--- src/rtl/uart_regbank_pkg.sv ---
package uart_regbank_pkg;

  localparam int unsigned UREG_W = 8;

  // Register offsets; values are fixed by the access map.
  localparam int unsigned OFS_HOLD  = 0;
  localparam int unsigned OFS_IEN   = 1;
  localparam int unsigned OFS_STAT  = 2;
  localparam int unsigned OFS_LCTL  = 3;
  localparam int unsigned OFS_MCTL  = 4;
  localparam int unsigned OFS_LSTAT = 5;
  localparam int unsigned OFS_MSTAT = 6;
  localparam int unsigned OFS_SCR   = 7;
  localparam int unsigned OFS_FEAT  = 8;

  // One-hot decoded target of the current offset (independent of strobes).
  typedef struct packed {
    logic hold;     // bank 0, offset 0: receive pop / transmit push
    logic dv_lo;    // bank 1, offset 0
    logic dv_hi;    // bank 1, offset 1
    logic dv_fr;    // bank 1, offset 2
    logic ien;      // bank 0, offset 1
    logic stat_fc;  // bank 0, offset 2: status read / FIFO control write
    logic lctl;
    logic mctl;
    logic lstat;
    logic mstat_dly;
    logic scr;
    logic feat;
  } reg_sel_t;

  typedef struct packed {
    logic [UREG_W-1:0] dv_lo;
    logic [UREG_W-1:0] dv_hi;
    logic [UREG_W-1:0] dv_fr;
    logic [UREG_W-1:0] ien;
    logic [UREG_W-1:0] fctl;
    logic [UREG_W-1:0] lctl;
    logic [UREG_W-1:0] mctl;
    logic [UREG_W-1:0] dly;
    logic [UREG_W-1:0] scr;
    logic [UREG_W-1:0] feat;
  } reg_file_t;

endpackage

--- src/rtl/uart_regbank_rst_sync.sv ---
module uart_regbank_rst_sync #(
  parameter int unsigned STAGES = 2
) (
  input  logic clk,
  input  logic arst_n,
  output logic srst_n
);

  logic [STAGES-1:0] sync_q;
  logic [STAGES-1:0] sync_d;

  always_comb begin
    sync_d = {sync_q[STAGES-2:0], 1'b1};
  end

  always_ff @(posedge clk or negedge arst_n) begin
    if (!arst_n) begin
      sync_q <= '0;
    end else begin
      sync_q <= sync_d;
    end
  end

  assign srst_n = sync_q[STAGES-1];

endmodule

--- src/rtl/uart_regbank_decode.sv ---
module uart_regbank_decode
  import uart_regbank_pkg::*;
#(
  parameter int unsigned ADDR_W = 4
) (
  input  logic [ADDR_W-1:0] addr,
  input  logic              bank_div,
  output reg_sel_t          sel
);

  always_comb begin
    sel = '0;
    if (addr == ADDR_W'(OFS_HOLD)) begin
      if (bank_div) sel.dv_lo = 1'b1;
      else          sel.hold  = 1'b1;
    end
    if (addr == ADDR_W'(OFS_IEN)) begin
      if (bank_div) sel.dv_hi = 1'b1;
      else          sel.ien   = 1'b1;
    end
    if (addr == ADDR_W'(OFS_STAT)) begin
      if (bank_div) sel.dv_fr   = 1'b1;
      else          sel.stat_fc = 1'b1;
    end
    if (addr == ADDR_W'(OFS_LCTL))  sel.lctl      = 1'b1;
    if (addr == ADDR_W'(OFS_MCTL))  sel.mctl      = 1'b1;
    if (addr == ADDR_W'(OFS_LSTAT)) sel.lstat     = 1'b1;
    if (addr == ADDR_W'(OFS_MSTAT)) sel.mstat_dly = 1'b1;
    if (addr == ADDR_W'(OFS_SCR))   sel.scr       = 1'b1;
    if (addr == ADDR_W'(OFS_FEAT))  sel.feat      = 1'b1;
  end

endmodule

--- src/rtl/uart_regbank_store.sv ---
module uart_regbank_store
  import uart_regbank_pkg::*;
#(
  parameter int unsigned DIV_RST = 1
) (
  input  logic              clk,
  input  logic              rst_n,
  input  logic              wr_stb,
  input  logic [UREG_W-1:0] wr_data,
  input  reg_sel_t          sel,
  input  logic              dly_unlock,
  output reg_file_t         q
);

  localparam logic [2*UREG_W-1:0] DIV_RST_V = (2*UREG_W)'(DIV_RST);

  reg_file_t d;
  logic      wr_en;

  assign wr_en = wr_stb;

  always_comb begin
    d = q;
    if (sel.dv_lo)                  d.dv_lo = wr_data;
    if (sel.dv_hi)                  d.dv_hi = wr_data;
    if (sel.dv_fr)                  d.dv_fr = wr_data;
    if (sel.ien)                    d.ien   = wr_data;
    if (sel.stat_fc)                d.fctl  = wr_data;
    if (sel.lctl)                   d.lctl  = wr_data;
    if (sel.mctl)                   d.mctl  = wr_data;
    if (sel.mstat_dly && dly_unlock) d.dly  = wr_data;
    if (sel.scr)                    d.scr   = wr_data;
    if (sel.feat)                   d.feat  = wr_data;
  end

  always_ff @(posedge clk or negedge rst_n) begin
    if (!rst_n) begin
      q <= '{dv_lo: DIV_RST_V[UREG_W-1:0], dv_hi: DIV_RST_V[2*UREG_W-1:UREG_W], default: '0};
    end else if (wr_en) begin
      q <= d;
    end
  end

  // Read-side selections carry no storage here.
  logic unused_sel;
  assign unused_sel = sel.hold ^ sel.lstat;

  // a delay write without the unlock bit leaves the register alone.
  a_r8_dly_locked: assert property (@(posedge clk) disable iff (!rst_n)
    !dly_unlock |=> $stable(q.dly));

  // writes to the line status offset touch nothing.
  a_r7_lstat_write_ignored: assert property (@(posedge clk) disable iff (!rst_n)
    (wr_stb && sel.lstat) |=> $stable(q));

  // line control takes the written byte in either bank.
  a_r6_lctl_load: assert property (@(posedge clk) disable iff (!rst_n)
    (wr_stb && sel.lctl) |=> (q.lctl == $past(wr_data)));

endmodule

--- src/rtl/uart_regbank_rdmux.sv ---
module uart_regbank_rdmux
  import uart_regbank_pkg::*;
(
  input  logic              rd_stb,
  input  reg_sel_t          sel,
  input  reg_file_t         q,
  input  logic [UREG_W-1:0] rx_head,
  input  logic [UREG_W-1:0] irq_stat,
  input  logic [UREG_W-1:0] line_stat,
  input  logic [UREG_W-1:0] modem_stat,
  output logic [UREG_W-1:0] rd_data
);

  logic [UREG_W-1:0] mux;

  always_comb begin
    mux = '0;
    if (sel.hold)      mux = mux | rx_head;
    if (sel.dv_lo)     mux = mux | q.dv_lo;
    if (sel.dv_hi)     mux = mux | q.dv_hi;
    if (sel.dv_fr)     mux = mux | q.dv_fr;
    if (sel.ien)       mux = mux | q.ien;
    if (sel.stat_fc)   mux = mux | irq_stat;
    if (sel.lctl)      mux = mux | q.lctl;
    if (sel.mctl)      mux = mux | q.mctl;
    if (sel.lstat)     mux = mux | line_stat;
    if (sel.mstat_dly) mux = mux | modem_stat;
    if (sel.scr)       mux = mux | q.scr;
    if (sel.feat)      mux = mux | q.feat;
    rd_data = rd_stb ? mux : '0;
  end

  // Write-only registers are never returned.
  logic unused_wo;
  assign unused_wo = ^{q.fctl, q.dly};

  always_comb begin
    a_r5_sel_onehot: assert ($onehot0(sel));
  end

endmodule

--- src/rtl/uart_regbank.sv ---
module uart_regbank
  import uart_regbank_pkg::*;
#(
  parameter int unsigned ADDR_W     = 4,
  parameter int unsigned BANK_BIT   = 7,
  parameter int unsigned UNLOCK_BIT = 4,
  parameter int unsigned DIV_RST    = 1
) (
  input  logic              clk,
  input  logic              rst_n,
  input  logic [ADDR_W-1:0] reg_addr,
  input  logic              rd_stb,
  input  logic              wr_stb,
  input  logic [7:0]        wr_data,
  output logic [7:0]        rd_data,
  input  logic [7:0]        enh_ctrl,
  input  logic [7:0]        rx_head,
  output logic              rx_pop,
  output logic [7:0]        tx_data,
  output logic              tx_push,
  input  logic [7:0]        irq_stat,
  input  logic [7:0]        line_stat,
  input  logic [7:0]        modem_stat,
  output logic [7:0]        div_lo,
  output logic [7:0]        div_hi,
  output logic [7:0]        div_frac,
  output logic [7:0]        int_en,
  output logic [7:0]        fifo_ctl,
  output logic [7:0]        line_ctl,
  output logic [7:0]        modem_ctl,
  output logic [7:0]        feat_ctl,
  output logic [7:0]        turn_dly
);

  logic      srst_n;
  reg_sel_t  sel;
  reg_file_t q;
  logic      bank_div;
  logic      dly_unlock;

  uart_regbank_rst_sync #(.STAGES(2)) u_rst (
    .clk   (clk),
    .arst_n(rst_n),
    .srst_n(srst_n)
  );

  assign bank_div   = q.lctl[BANK_BIT];
  assign dly_unlock = enh_ctrl[UNLOCK_BIT];

  uart_regbank_decode #(.ADDR_W(ADDR_W)) u_dec (
    .addr    (reg_addr),
    .bank_div(bank_div),
    .sel     (sel)
  );

  uart_regbank_store #(.DIV_RST(DIV_RST)) u_store (
    .clk       (clk),
    .rst_n     (srst_n),
    .wr_stb    (wr_stb),
    .wr_data   (wr_data),
    .sel       (sel),
    .dly_unlock(dly_unlock),
    .q         (q)
  );

  uart_regbank_rdmux u_rd (
    .rd_stb    (rd_stb),
    .sel       (sel),
    .q         (q),
    .rx_head   (rx_head),
    .irq_stat  (irq_stat),
    .line_stat (line_stat),
    .modem_stat(modem_stat),
    .rd_data   (rd_data)
  );

  assign rx_pop  = rd_stb & sel.hold;
  assign tx_push = wr_stb & sel.hold;
  assign tx_data = wr_data;

  assign div_lo    = q.dv_lo;
  assign div_hi    = q.dv_hi;
  assign div_frac  = q.dv_fr;
  assign int_en    = q.ien;
  assign fifo_ctl  = q.fctl;
  assign line_ctl  = q.lctl;
  assign modem_ctl = q.mctl;
  assign feat_ctl  = q.feat;
  assign turn_dly  = q.dly;

  logic unused_enh;
  assign unused_enh = ^{enh_ctrl[7:UNLOCK_BIT+1], enh_ctrl[UNLOCK_BIT-1:0]};

  // a pop needs a read strobe in the holding bank.
  a_r2_pop_in_hold_bank: assert property (@(posedge clk) disable iff (!srst_n)
    rx_pop |-> (rd_stb && !line_ctl[BANK_BIT]));

  // a push never happens while the divisor bank is selected.
  a_r3_no_push_in_div_bank: assert property (@(posedge clk) disable iff (!srst_n)
    line_ctl[BANK_BIT] |-> !tx_push);

  // idle read bus.
  a_r11_idle_rd_zero: assert property (@(posedge clk) disable iff (!srst_n)
    !rd_stb |-> (rd_data == 8'h00));

endmodule

--- config.mk ---
export PLATFORM = sky130hd
export DESIGN_NAME = uart_regbank
export DESIGN_NICKNAME = d
export VERILOG_FILES = /design/src/rtl/uart_regbank_pkg.sv /design/src/rtl/uart_regbank_rst_sync.sv /design/src/rtl/uart_regbank_decode.sv /design/src/rtl/uart_regbank_store.sv /design/src/rtl/uart_regbank_rdmux.sv /design/src/rtl/uart_regbank.sv
export SDC_FILE = /design/constraint.sdc
export NUM_CORES = 1
export LEC_CHECK = 0
export ABC_CLOCK_PERIOD_IN_PS = 5700
export BUFFER_PORTS_ARGS = -buffer_cell sky130_fd_sc_hd__clkbuf_2
export CAP_MARGIN = 20
export CORE_AREA = 2 2 165 102
export CTS_BUF_LIST = sky130_fd_sc_hd__clkbuf_4 sky130_fd_sc_hd__clkbuf_8
export DETAILED_ROUTE_END_ITERATION = 16
export DIE_AREA = 0 0 167 104
export GPL_TIMING_DRIVEN = 1
export HOLD_SLACK_MARGIN = 0.02
export PLACE_DENSITY = 0.58
export SKIP_CTS_REPAIR_TIMING = 1
export SLEW_MARGIN = 20
export SYNTH_ARGS = -nofsm -noshare
export SYNTH_HDL_FRONTEND = slang
export SYNTH_SLANG_ARGS = --single-unit
export TNS_END_PERCENT = 50
--- constraint.sdc ---
create_clock -name clk -period 5.7 [get_ports clk]
set_input_delay 1.14 -clock clk [delete_from_list [all_inputs] [get_ports clk]]
set_output_delay 1.14 -clock clk [all_outputs]
set_load 0.005 [all_outputs]
# == Word-level counts from Yosys, hierarchy flattened ==
# Index checks and enable logic that the tools add are counted.
# op_classes
reduce_logical,12
n_eq_ne,8
bitwise_logic,13
muxes,26
# ops
operator,count
two-way mux 8 bit,13
OR 8 bit,11
AND reduction 2 bit,10
"== test 4 x 3 -> 1 bit, second input constant",4
two-way mux 1 bit,12
"== test 4 x 2 -> 1 bit, second input constant",2
"== test 4 x 1 -> 1 bit, second input constant",1
"== test 4 bit, second input constant",1
zero test 4 bit,1
AND 1 bit,2
two-way mux 2 bit,1
logical AND 1 bit,1
# totals
elab_cells,70
out_inout_bits,90
regBits,82

# == Logic depth before layout (Yosys ltp) ==
# Gate-level depths: netlist of the first run.
# depth
ltp_word,26
ltp_mapped,6

# == Modules after synthesis ==
# A second synthesis of the first run with hierarchy kept.
# unflattened
cells_unflattened,279
hier_area_um2,3886.2
# modules_own_cells
module,cells_per_inst,instances,area_per_inst_um2
uart_regbank_store,179,1,3019.1
uart_regbank_rdmux,69,1,630.6
uart_regbank_decode,18,1,110.1
uart_regbank,10,1,72.6
uart_regbank_rst_sync,3,1,53.8

# == Worst setup path before layout of the first run ==
# OpenSTA, ideal clock, no wires.
# synth_path
path_kind,input to output
from,input port reg_addr[1]
to,output port rd_data[1]
t_required_ns,4.560
cell_stages,6
arrival_ns,2.347
path_buffers,2
slack_ns,2.213
cell_sequence,buf_2 -> or4b_1 -> clkbuf_1 -> o22ai_1 -> a21o_1 -> o31a_1
# synth_between
elab_chain_len,26
# synth_lines
element,line,source
start: declaration,uart_regbank.sv:11,"input logic [ADDR_W-1:0] reg_addr,"
zero test 4 bit,uart_regbank_decode.sv:13,if (addr == ADDR_W'(OFS_HOLD)) begin
two-way mux 2 bit,uart_regbank_decode.sv:13,
two-way mux 8 bit,uart_regbank_rdmux.sv:18,if (sel.hold) mux = mux | rx_head;
OR 8 bit,uart_regbank_rdmux.sv:19,if (sel.dv_lo) mux = mux | q.dv_lo;
two-way mux 8 bit,uart_regbank_rdmux.sv:19,
OR 8 bit,uart_regbank_rdmux.sv:20,if (sel.dv_hi) mux = mux | q.dv_hi;
two-way mux 8 bit,uart_regbank_rdmux.sv:20,
OR 8 bit,uart_regbank_rdmux.sv:21,if (sel.dv_fr) mux = mux | q.dv_fr;
[10 not listed],-,
two-way mux 8 bit,uart_regbank_rdmux.sv:26,if (sel.lstat) mux = mux | line_stat;
OR 8 bit,uart_regbank_rdmux.sv:27,if (sel.mstat_dly) mux = mux | modem_stat;
two-way mux 8 bit,uart_regbank_rdmux.sv:27,
OR 8 bit,uart_regbank_rdmux.sv:28,if (sel.scr) mux = mux | q.scr;
two-way mux 8 bit,uart_regbank_rdmux.sv:28,
OR 8 bit,uart_regbank_rdmux.sv:29,if (sel.feat) mux = mux | q.feat;
two-way mux 8 bit (*),uart_regbank_rdmux.sv:29,
two-way mux 8 bit (*),uart_regbank_rdmux.sv:30,rd_data = rd_stb ? mux : '0;
end: declaration,uart_regbank.sv:15,"output logic [7:0] rd_data,"
# Mark *: on every way between the ends. The rest lies on a longest branch, timed or not.

# == Worst setup path in the final report of the first run ==
# layout_path
from,input port reg_addr[0]
to,output port rd_data[3]
# The elaborated chain is that of the path after synthesis.

==> results.toml, run 1 <==
[timing]
skew_ps = 13.6
rsz0062_at_grt = "no"
setup_viol = 0
finalCritPeriodShare = 0.773
slew-limit-headroom = 0.457
hold_viol_final = 0
finalMaxSlewViolations = 0
period_needed_ps = 4410
worstMarginPinSlew_ps = 813
holdWs_ps = 260
tns_ps = 0
fmax_ghz = 0.227

[global_route]
met1_usage = 0.226
top_usage_layer = "met2"
grt.overflow.total = 0
grt_use_met2 = 0.229
grt_use_total = 0.160
grt_max_degree = 81
grt_pass1_vias = 3230
met3_usage = 0.0712
grt_antenna_before_repair = 1
grt_pass1_wl_microns = 20400

[setup_path]
slowest_stage = "or3_1"
crit_top_cell = "clkbuf_2"
cp-end-kind = "output port"
cp-start-kind = "input port"
slowest_delay_ps = 760
worst-path-max-fanout = 19
crit_type = "in2out"
cp.arrival_ps = 3270
path_cells = "clkbuf_2 > or3_1 > nor3_4 > a21o_1 > o31a_1 > clkbuf_2"
required_ps = 4560

[worst_hold_path]
hold_class = "reg2async"

[floorplan]
num_rows = 36
die-height_microns = 104
die_x_microns = 167
die_area_sq_mm = 0.0174
pin_count = 146
core_sq_mm = 0.0159
initial_core_util = 0.295

[yosys]
syn_nets = 446
synth_top_area_cell = "dfrtp_1"
synth_warnings = 0
synth_top_area_frac = 0.432
seq_area_frac_synth = 0.437
synthFlopType = "dfrtp_1"
avgSynthCellArea_sq_um = 12.0
yosysMostFrequentCell = "buf_4"
synthTopCellsByArea = "dfrtp_1 (43%), mux2_2 (18%), buf_4 (13%), mux2i_1 (3.4%), a22oi_1 (3.2%)"
synth_edf_count = 0
ys_seq_elements = 82
synthArstFlopShare = 1.00
synthTopCellsByCount = "buf_4 (82), dfrtp_1 (81), mux2_2 (74)"
ys_types = 50
netlist_instances = 390
synth_area_sq_mm = 0.00470

[clocking]
cts.sinks = 82
cts_buffer_depth = 2
clk_pin_slew_ps = 100
htree_levels = 3
clock_latency_ps = 360
cts_root_buffer = "clkbuf_8"
cts_buffers = 9
cts_tree = "yes"

[placed_design]
post_dp_cell_area_sq_mm = 0.00491
place_hpwl_microns = 10400
io_buffers = 138
place.gp.congestion = 0.810

[drt]
drc = 0
drt_iter0_markers = 176
drt-vias-per-instance = 4.85
first_pass_iters = 5
vias = 3139
routed_wl_microns = 13800
wl_per_cell_microns = 21.4
ant_nets = 0

[finish]
stdcell_area_sq_mm = 0.00517
fillers = 1632
final_nets = 489
antennaDiodeCount = 0
synthToLayoutAreaGrowth_pct = 10.1
multi_input_area_sq_mm = 0.00189
drive_above_1_share = 0.571
seqCellArea_sq_mm = 0.00206

[run]
maxCapViolCount = 0

[power_and_ir_drop]
power.leakage_nw = 2.50
powerDensity_mw_per_mm2 = 336
vdd_drop_max_uv = 125

[status]
run_status = "finished clean"
routing by layer:
layer | vias to the layer above | wire length (microns)
li1 | 1413 | -
met1 | 1567 | 6320
met2 | 154 | 5740
met3 | 5 | 1750
met4 | 0 | 38
met5 | - | 0
cell families after synthesis:
logic type | Yosys count | synth area share
buffers and inverters | 109 | 0.160
muxes | 98 | 0.237
DFF | 82 | 0.437
AOI/OAI and AO/OA | 57 | 0.0927
and+or+nand+nor | 43 | 0.0725
other | 1 | 0.000798
power breakdown:
group	switching, mW	internal [mW]	total (mW)
clock network	0.232	0.265	0.497
logic	0.191	0.231	0.422
registers	0.107	0.710	0.817
worst max-delay path, delay by kind of cell:
kind	cells	cell delay [ps]
simple gates	2	1140
compound gates	2	500
buf+inv	2	470
final timing paths:
kind	from	to	slack, ps	cells past startpoint
setup / recovery	reg_addr[0]	rd_data[3]	1290	6
hold / removal	u_rst.sync_q[1]$_DFF_PN0_	u_store.q[55]$_DFFE_PN0P_	260	0
setup reg to reg	u_store.q[39]$_DFFE_PN0P_	u_store.q[65]$_DFFE_PN0P_	3080	4
hold reg to reg	u_rst.sync_q[1]$_DFF_PN0_	u_store.q[55]$_DFFE_PN0P_	260	0
max in group asynchronous	u_rst.sync_q[1]$_DFF_PN0_	u_store.q[35]$_DFFE_PN0P_	4810	1
min in group clk	u_rst.sync_q[0]$_DFF_PN0_	u_rst.sync_q[1]$_DFF_PN0_	360	0
layout by cell type (no fill, tap or decap), types with 4 or more instances in the layout:
| cell | n |
|---|---|
| mux2_2 | 74 |
| o22ai_1 | 11 |
| nand2_1 | 4 |
| nor2b_1 | 6 |
| mux2_4 | 8 |
| mux2i_1 | 16 |
| o31a_1 | 5 |
| clkbuf_8 | 10 |
| dfrtp_1 | 80 |
| clkbuf_2 | 138 |
| a22oi_1 | 20 |
| nor2_1 | 4 |
| o2bb2ai_1 | 5 |
| a21o_1 | 5 |
through the flow:
stage           util  cells  setup slack, ps  total power, mW
2_1_floorplan      -    390             2210             1.19
6_report       0.325    647             1290             1.74
3_5_place_dp   0.309    630             1350             1.26
5_1_grt        0.325    647             1200             1.84
4_1_cts        0.323    646             1350             1.76
3_3_place_gp   0.309    630             1370             1.24
sequential cells by signal, indices dropped and copies added, names as in the netlist:
register / count
u_rst.sync_q: 2
u_store.q: 80
final cells by class:
| cell class | count | share of cell area |
|---|---|---|
| inverters | 2 | 0.00145 |
| flip-flops and latches | 82 | 0.398 |
| clock buffers | 10 | 0.0266 |
| repair buffers | 139 | 0.139 |
| well taps | 209 | 0.0506 |
| clock inverters | 6 | 0.0186 |
| multi-input cells | 199 | 0.366 |
(Power assumes the default switching activity.)
==> inputs of run 2 (changes only) <==
ABC_CLOCK_PERIOD_IN_PS = 4100   (was 5700)
clock period = 4.1 ns   (was 5.7 ns; I/O delays follow)
==> run 2 against run 1 <==
Compared with the run above:
- count of clock-buffer cells in the layout decreased by 1
- critical path type unchanged
- largest power group unchanged
- final cell count increased by 1.2%
- worst hold slack got worse by 32 ps
- cell area grew 0.51%
- critical path depth unchanged
- global-route usage increased by 0.40 points
- via count up 3.2%
- die area did not move
- routed wire length up 1.6%
- first-iteration DRC count grew 48%
- flip-flop and latch count did not move
==> results.toml, run 2 (same netlist as run 1, synthesis figures left out) <==
[run]
maxCapViolCount = 0

[placed_design]
place_hpwl_microns = 10600
io_buffers = 138
place.gp.congestion = 0.816

[drt]
first_pass_iters = 4
vias = 3241
wl_per_cell_microns = 21.5
drt-vias-per-instance = 4.95
drc = 0
drt_iter0_markers = 261
ant_nets = 0
routed_wl_microns = 14100

[finish]
final_common_cell = "clkbuf_2"
fillers = 1635
antennaDiodeCount = 0
final_nets = 497
largest_reg_flops = 80
multi_input_area_sq_mm = 0.00189
synthToLayoutAreaGrowth_pct = 10.7
drive_above_1_share = 0.578
final_cell_mix = "clkbuf_2 (138), dfrtp_1 (80), mux2_2 (74)"
regMostFlops = "u_store.q"
top_regs = "u_store.q (80), u_rst.sync_q (2)"
seqCellArea_sq_mm = 0.00206

[clocking]
cts.sinks = 82
clock_latency_ps = 360
cts_tree = "yes"
htree_levels = 3
cts_root_buffer = "clkbuf_8"
cts_buffers = 9
clk_pin_slew_ps = 90
cts_buffer_depth = 2

[power_and_ir_drop]
power.leakage_nw = 2.53
powerDensity_mw_per_mm2 = 453
vdd_drop_max_uv = 165
total_power_mw = 2.35

[timing]
rsz0062_at_grt = "no"
fmax_ghz = 0.296
finalMaxSlewViolations = 0
tns_ps = 0
setup_viol = 0
hold_viol_final = 0
worstMarginPinSlew_ps = 755
slew-limit-headroom = 0.497
finalCritPeriodShare = 0.823
period_needed_ps = 3370
skew_ps = 12.6

[status]
run_status = "finished clean"

[setup_path]
endpoint = "rd_data[6]"
ff2ff_setup_slack_ps = 1740
worstReg2RegStart = "u_store.q[39]$_DFFE_PN0P_"
cp-end-kind = "output port"
rr_endpoint = "u_store.q[65]$_DFFE_PN0P_"
crit_type = "in2out"
cp.arrival_ps = 2550
worstSetupStartpoint = "reg_addr[2]"
r2r_cells = 4
required_ps = 3280
cp-start-kind = "input port"
worst-path-max-fanout = 17

[global_route]
grt.overflow.total = 0
grt_pass1_vias = 3332
grt_pass1_wl_microns = 21100
grt_max_degree = 81
grt_use_total = 0.164
grt_antenna_before_repair = 1

[floorplan]
core_sq_mm = 0.0159
die_x_microns = 167
die_area_sq_mm = 0.0174
initial_core_util = 0.295
pin_count = 146
die-height_microns = 104
num_rows = 36

[worst_hold_path]
hold_class = "in2async"
[run 2: cell count changes in the layout (fill, tap and decap cells not counted)]
cell	before	now
buf_4	0	8
clkinv_4	0	2
buf_12	0	1
buf_16	1	0
bufinv_16	2	1
clkbuf_8	10	9
[run 2: power by group]
part / internal, mW / switching (mW)
combinational: 0.327 / 0.261
clock: 0.292 / 0.332
sequential: 0.987 / 0.154
[run 2: area by class of cell]
cell class              count  share of cell area
repair buffers            147               0.148
flip-flops and latches     82               0.396
clock inverters             7              0.0161
clock buffers               9              0.0238
well taps                 209              0.0503
multi-input cells         199               0.364
inverters                   2             0.00144
[run 2: per-stage QoR]
stage          cells  setup slack [ps]   util  hold WS (ps)  instance area [sq um]
3_5_place_dp     638               749  0.313           347                   4970
3_3_place_gp     638               746  0.313           339                   4970
5_1_grt          655               645  0.327           204                   5200
2_1_floorplan    390              1250      -           331                   4700
6_report         655               726  0.327           228                   5200
4_1_cts          654               734  0.326           210                   5180
[run 2: layer usage]
| layer | vias to the layer above | global-route usage | part of all wire |
|---|---|---|---|
| li1 | 1425 | - | - |
| met1 | 1664 | 0.241 | 0.49 |
| met2 | 143 | 0.238 | 0.42 |
| met3 | 9 | 0.0540 | 0.083 |
| met4 | 0 | 0.0222 | 0.0050 |
| met5 | - | 0 | 0 |
[run 2: worst max-delay path, cell delays in order]
cell and delay [ps]:
clkbuf_2 330, nor2b_1 570, a22oi_1 200, o22a_1 220, a41oi_1 250, clkbuf_2 160
[run 2: worst min-delay path by stage]
stage / start / slack (ps) / depth (start not counted) / endpoint
after floorplan: u_rst.sync_q[0]$_DFF_PN0_ / 330 / 0 / u_rst.sync_q[1]$_DFF_PN0_
after global placement: u_rst.sync_q[0]$_DFF_PN0_ / 340 / 0 / u_rst.sync_q[1]$_DFF_PN0_
after detailed placement: u_rst.sync_q[0]$_DFF_PN0_ / 350 / 0 / u_rst.sync_q[1]$_DFF_PN0_
after CTS: rst_n / 210 / 1 / u_rst.sync_q[1]$_DFF_PN0_
after global routing: rst_n / 200 / 1 / u_rst.sync_q[1]$_DFF_PN0_
final: rst_n / 230 / 1 / u_rst.sync_q[1]$_DFF_PN0_
==> inputs of run 3 (changes only) <==
ABC_AREA = 1   (was unset)
ABC_CLOCK_PERIOD_IN_PS = 2800   (was 4100)
CORE_AREA = 2 2 166 103   (was 2 2 165 102)
DIE_AREA = 0 0 168 105   (was 0 0 167 104)
PLACE_DENSITY = 0.6   (was 0.58)
clock period = 2.8 ns   (was 4.1 ns; I/O delays follow)
==> run 3 against run 2 <==
Compared with the run above:
- via count up 24%
- combinational power up 33%
- cell area up 2.0%
- clock skew about the same
- final cell count up 24%
- flip-flop and latch count unchanged
- routed wire length up 11%
- sequential power up 42%
- die area up 1.6%
- clock power up 84%
- critical endpoint is now rd_data[3]
==> results.toml, run 3 <==
[clocking]
cts_buffers = 9
htree_levels = 3
cts_buffer_depth = 2
cts_tree = "yes"
cts.sinks = 82
clk_pin_slew_ps = 90
clock_latency_ps = 380
cts_root_buffer = "clkbuf_8"

[timing]
finalCritPeriodShare = 0.939
worstMarginPinSlew_ps = 703
rsz0062_at_grt = "no"
skew_ps = 12.5
fmax_ghz = 0.380
slew-limit-headroom = 0.531
tns_ps = 0
worst_slack_ps = 171
hold_viol_final = 0
period_needed_ps = 2630
setup_viol = 0
finalMaxSlewViolations = 0
holdWs_ps = 301

[worst_hold_path]
hold_class = "reg2async"

[setup_path]
required_ps = 2240
cp-end-kind = "output port"
r2r_cells = 4
ff2ff_setup_slack_ps = 1240
worstReg2RegStart = "u_store.q[39]$_DFFE_PN0P_"
crit_type = "reg2out"
cp-start-kind = "flop"
rr_endpoint = "u_store.q[46]$_DFFE_PN0P_"
worst-path-max-fanout = 27
cp.arrival_ps = 2070

[finish]
antennaDiodeCount = 0
final_common_cell = "clkbuf_2"
synthToLayoutAreaGrowth_pct = 11.5
regMostFlops = "u_store.q"
largest_reg_flops = 80
final_nets = 654
final_cell_mix = "clkbuf_2 (138), nand2_1 (104), dfrtp_1 (80)"
stdcell_area_sq_mm = 0.00530
fillers = 1693
drive_above_1_share = 0.342
stdcell_count = 812
top_regs = "u_store.q (80), u_rst.sync_q (2)"

[global_route]
grt_antenna_before_repair = 0
grt_use_total = 0.183
grt_pass1_wl_microns = 23900
grt.overflow.total = 0
grt_max_degree = 48
grt_pass1_vias = 3872

[placed_design]
dp_cells = 795
post_dp_cell_area_sq_mm = 0.00502
pre_cts_ws_ps = 273
place_hpwl_microns = 11600
io_buffers = 138
place.gp.congestion = 0.849

[floorplan]
die-height_microns = 105
die_area_sq_mm = 0.0176
core_sq_mm = 0.0160
die_x_microns = 168
pin_count = 146
initial_core_util = 0.297
num_rows = 36

[drt]
drt-vias-per-instance = 4.97
routed_wl_microns = 15600
ant_nets = 0
drc = 0
first_pass_iters = 5
drt_iter0_markers = 350
wl_per_cell_microns = 19.2
vias = 4034

[yosys]
seq_area_frac_synth = 0.432
synthFlopType = "dfrtp_1"
yosysMostFrequentCell = "nand2_1"
synth_top_area_frac = 0.426
ys_seq_elements = 82
netlist_instances = 544
synthTopCellsByCount = "nand2_1 (104), buf_4 (82), dfrtp_1 (81)"
synth_edf_count = 0
synthArstFlopShare = 1.00
syn_nets = 600
synth_warnings = 0
ys_types = 26
synthTopCellsByArea = "dfrtp_1 (43%), buf_4 (13%), nand2_1 (8.2%), o21ai_1 (7.5%), nand4_1 (6.3%)"
avgSynthCellArea_sq_um = 8.74
synth_area_sq_mm = 0.00476
synth_top_area_cell = "dfrtp_1"

[power_and_ir_drop]
powerDensity_mw_per_mm2 = 669
vdd_drop_max_uv = 257
power.leakage_nw = 2.62

[status]
run_status = "finished clean"

[run]
maxCapViolCount = 0
[run 3: final cells by class]
class                   count  area, sq um  area share
clock buffers              10          131      0.0248
clock inverters             6          130      0.0245
inverters                  15         62.6      0.0118
multi-input cells         339         1850       0.348
flip-flops and latches     82         2060       0.388
well taps                 209          262      0.0493
repair buffers            151          816       0.154
[run 3: power by group]
group	internal (mW)	switching [mW]	total, mW	leakage [nW]
clock	0.690	0.459	1.15	0.134
sequential	1.41	0.210	1.62	1.06
combinational	0.321	0.460	0.781	1.43
total	2.42	1.13	3.55	2.62
[run 3: metal layers]
layer	track usage	wire, microns
met5	0	0
met4	0.0348	124
met3	0.0773	1930
met2	0.248	6170
met1	0.268	7370
[run 3: cells by family after synthesis]
logic type	Yosys count	share of synthesized area
AOI/OAI and AO/OA	88	0.0997
and+or+nand+nor	250	0.287
buffers and inverters	123	0.181
DFF	82	0.432
other	1	0.000789
[run 3: worst max path at each step]
stage                                   start                  endpoint  slack (ps)  cells after the start
floorplan           u_rst.sync_q[1]$_DFF_PN0_  u_store.q[0]$_DFFE_PN0P_         350                      0
finish              u_store.q[39]$_DFFE_PN0P_                rd_data[3]         170                      6
global route        u_store.q[39]$_DFFE_PN0P_                rd_data[2]          30                      6
global placement                  reg_addr[1]                rd_data[4]         270                      8
detailed placement                reg_addr[3]                rd_data[6]         270                      8
CTS                 u_store.q[39]$_DFFE_PN0P_                rd_data[2]         -70                      6
[run 3: per-stage QoR]
stage	power [mW]	utilization
3_5_place_dp	2.43	0.314
6_report	3.55	0.332
3_3_place_gp	2.41	0.314
5_1_grt	3.75	0.332
2_1_floorplan	2.25	-
4_1_cts	3.58	0.331
[run 3: worst max-delay path: stages (launching register included)]
cell and delay (ps):
dfrtp_1 400, clkinvlp_4 460, nand4_1 270, nand3_1 140, nor2_1 170, a21oi_1 120, clkbuf_2 130
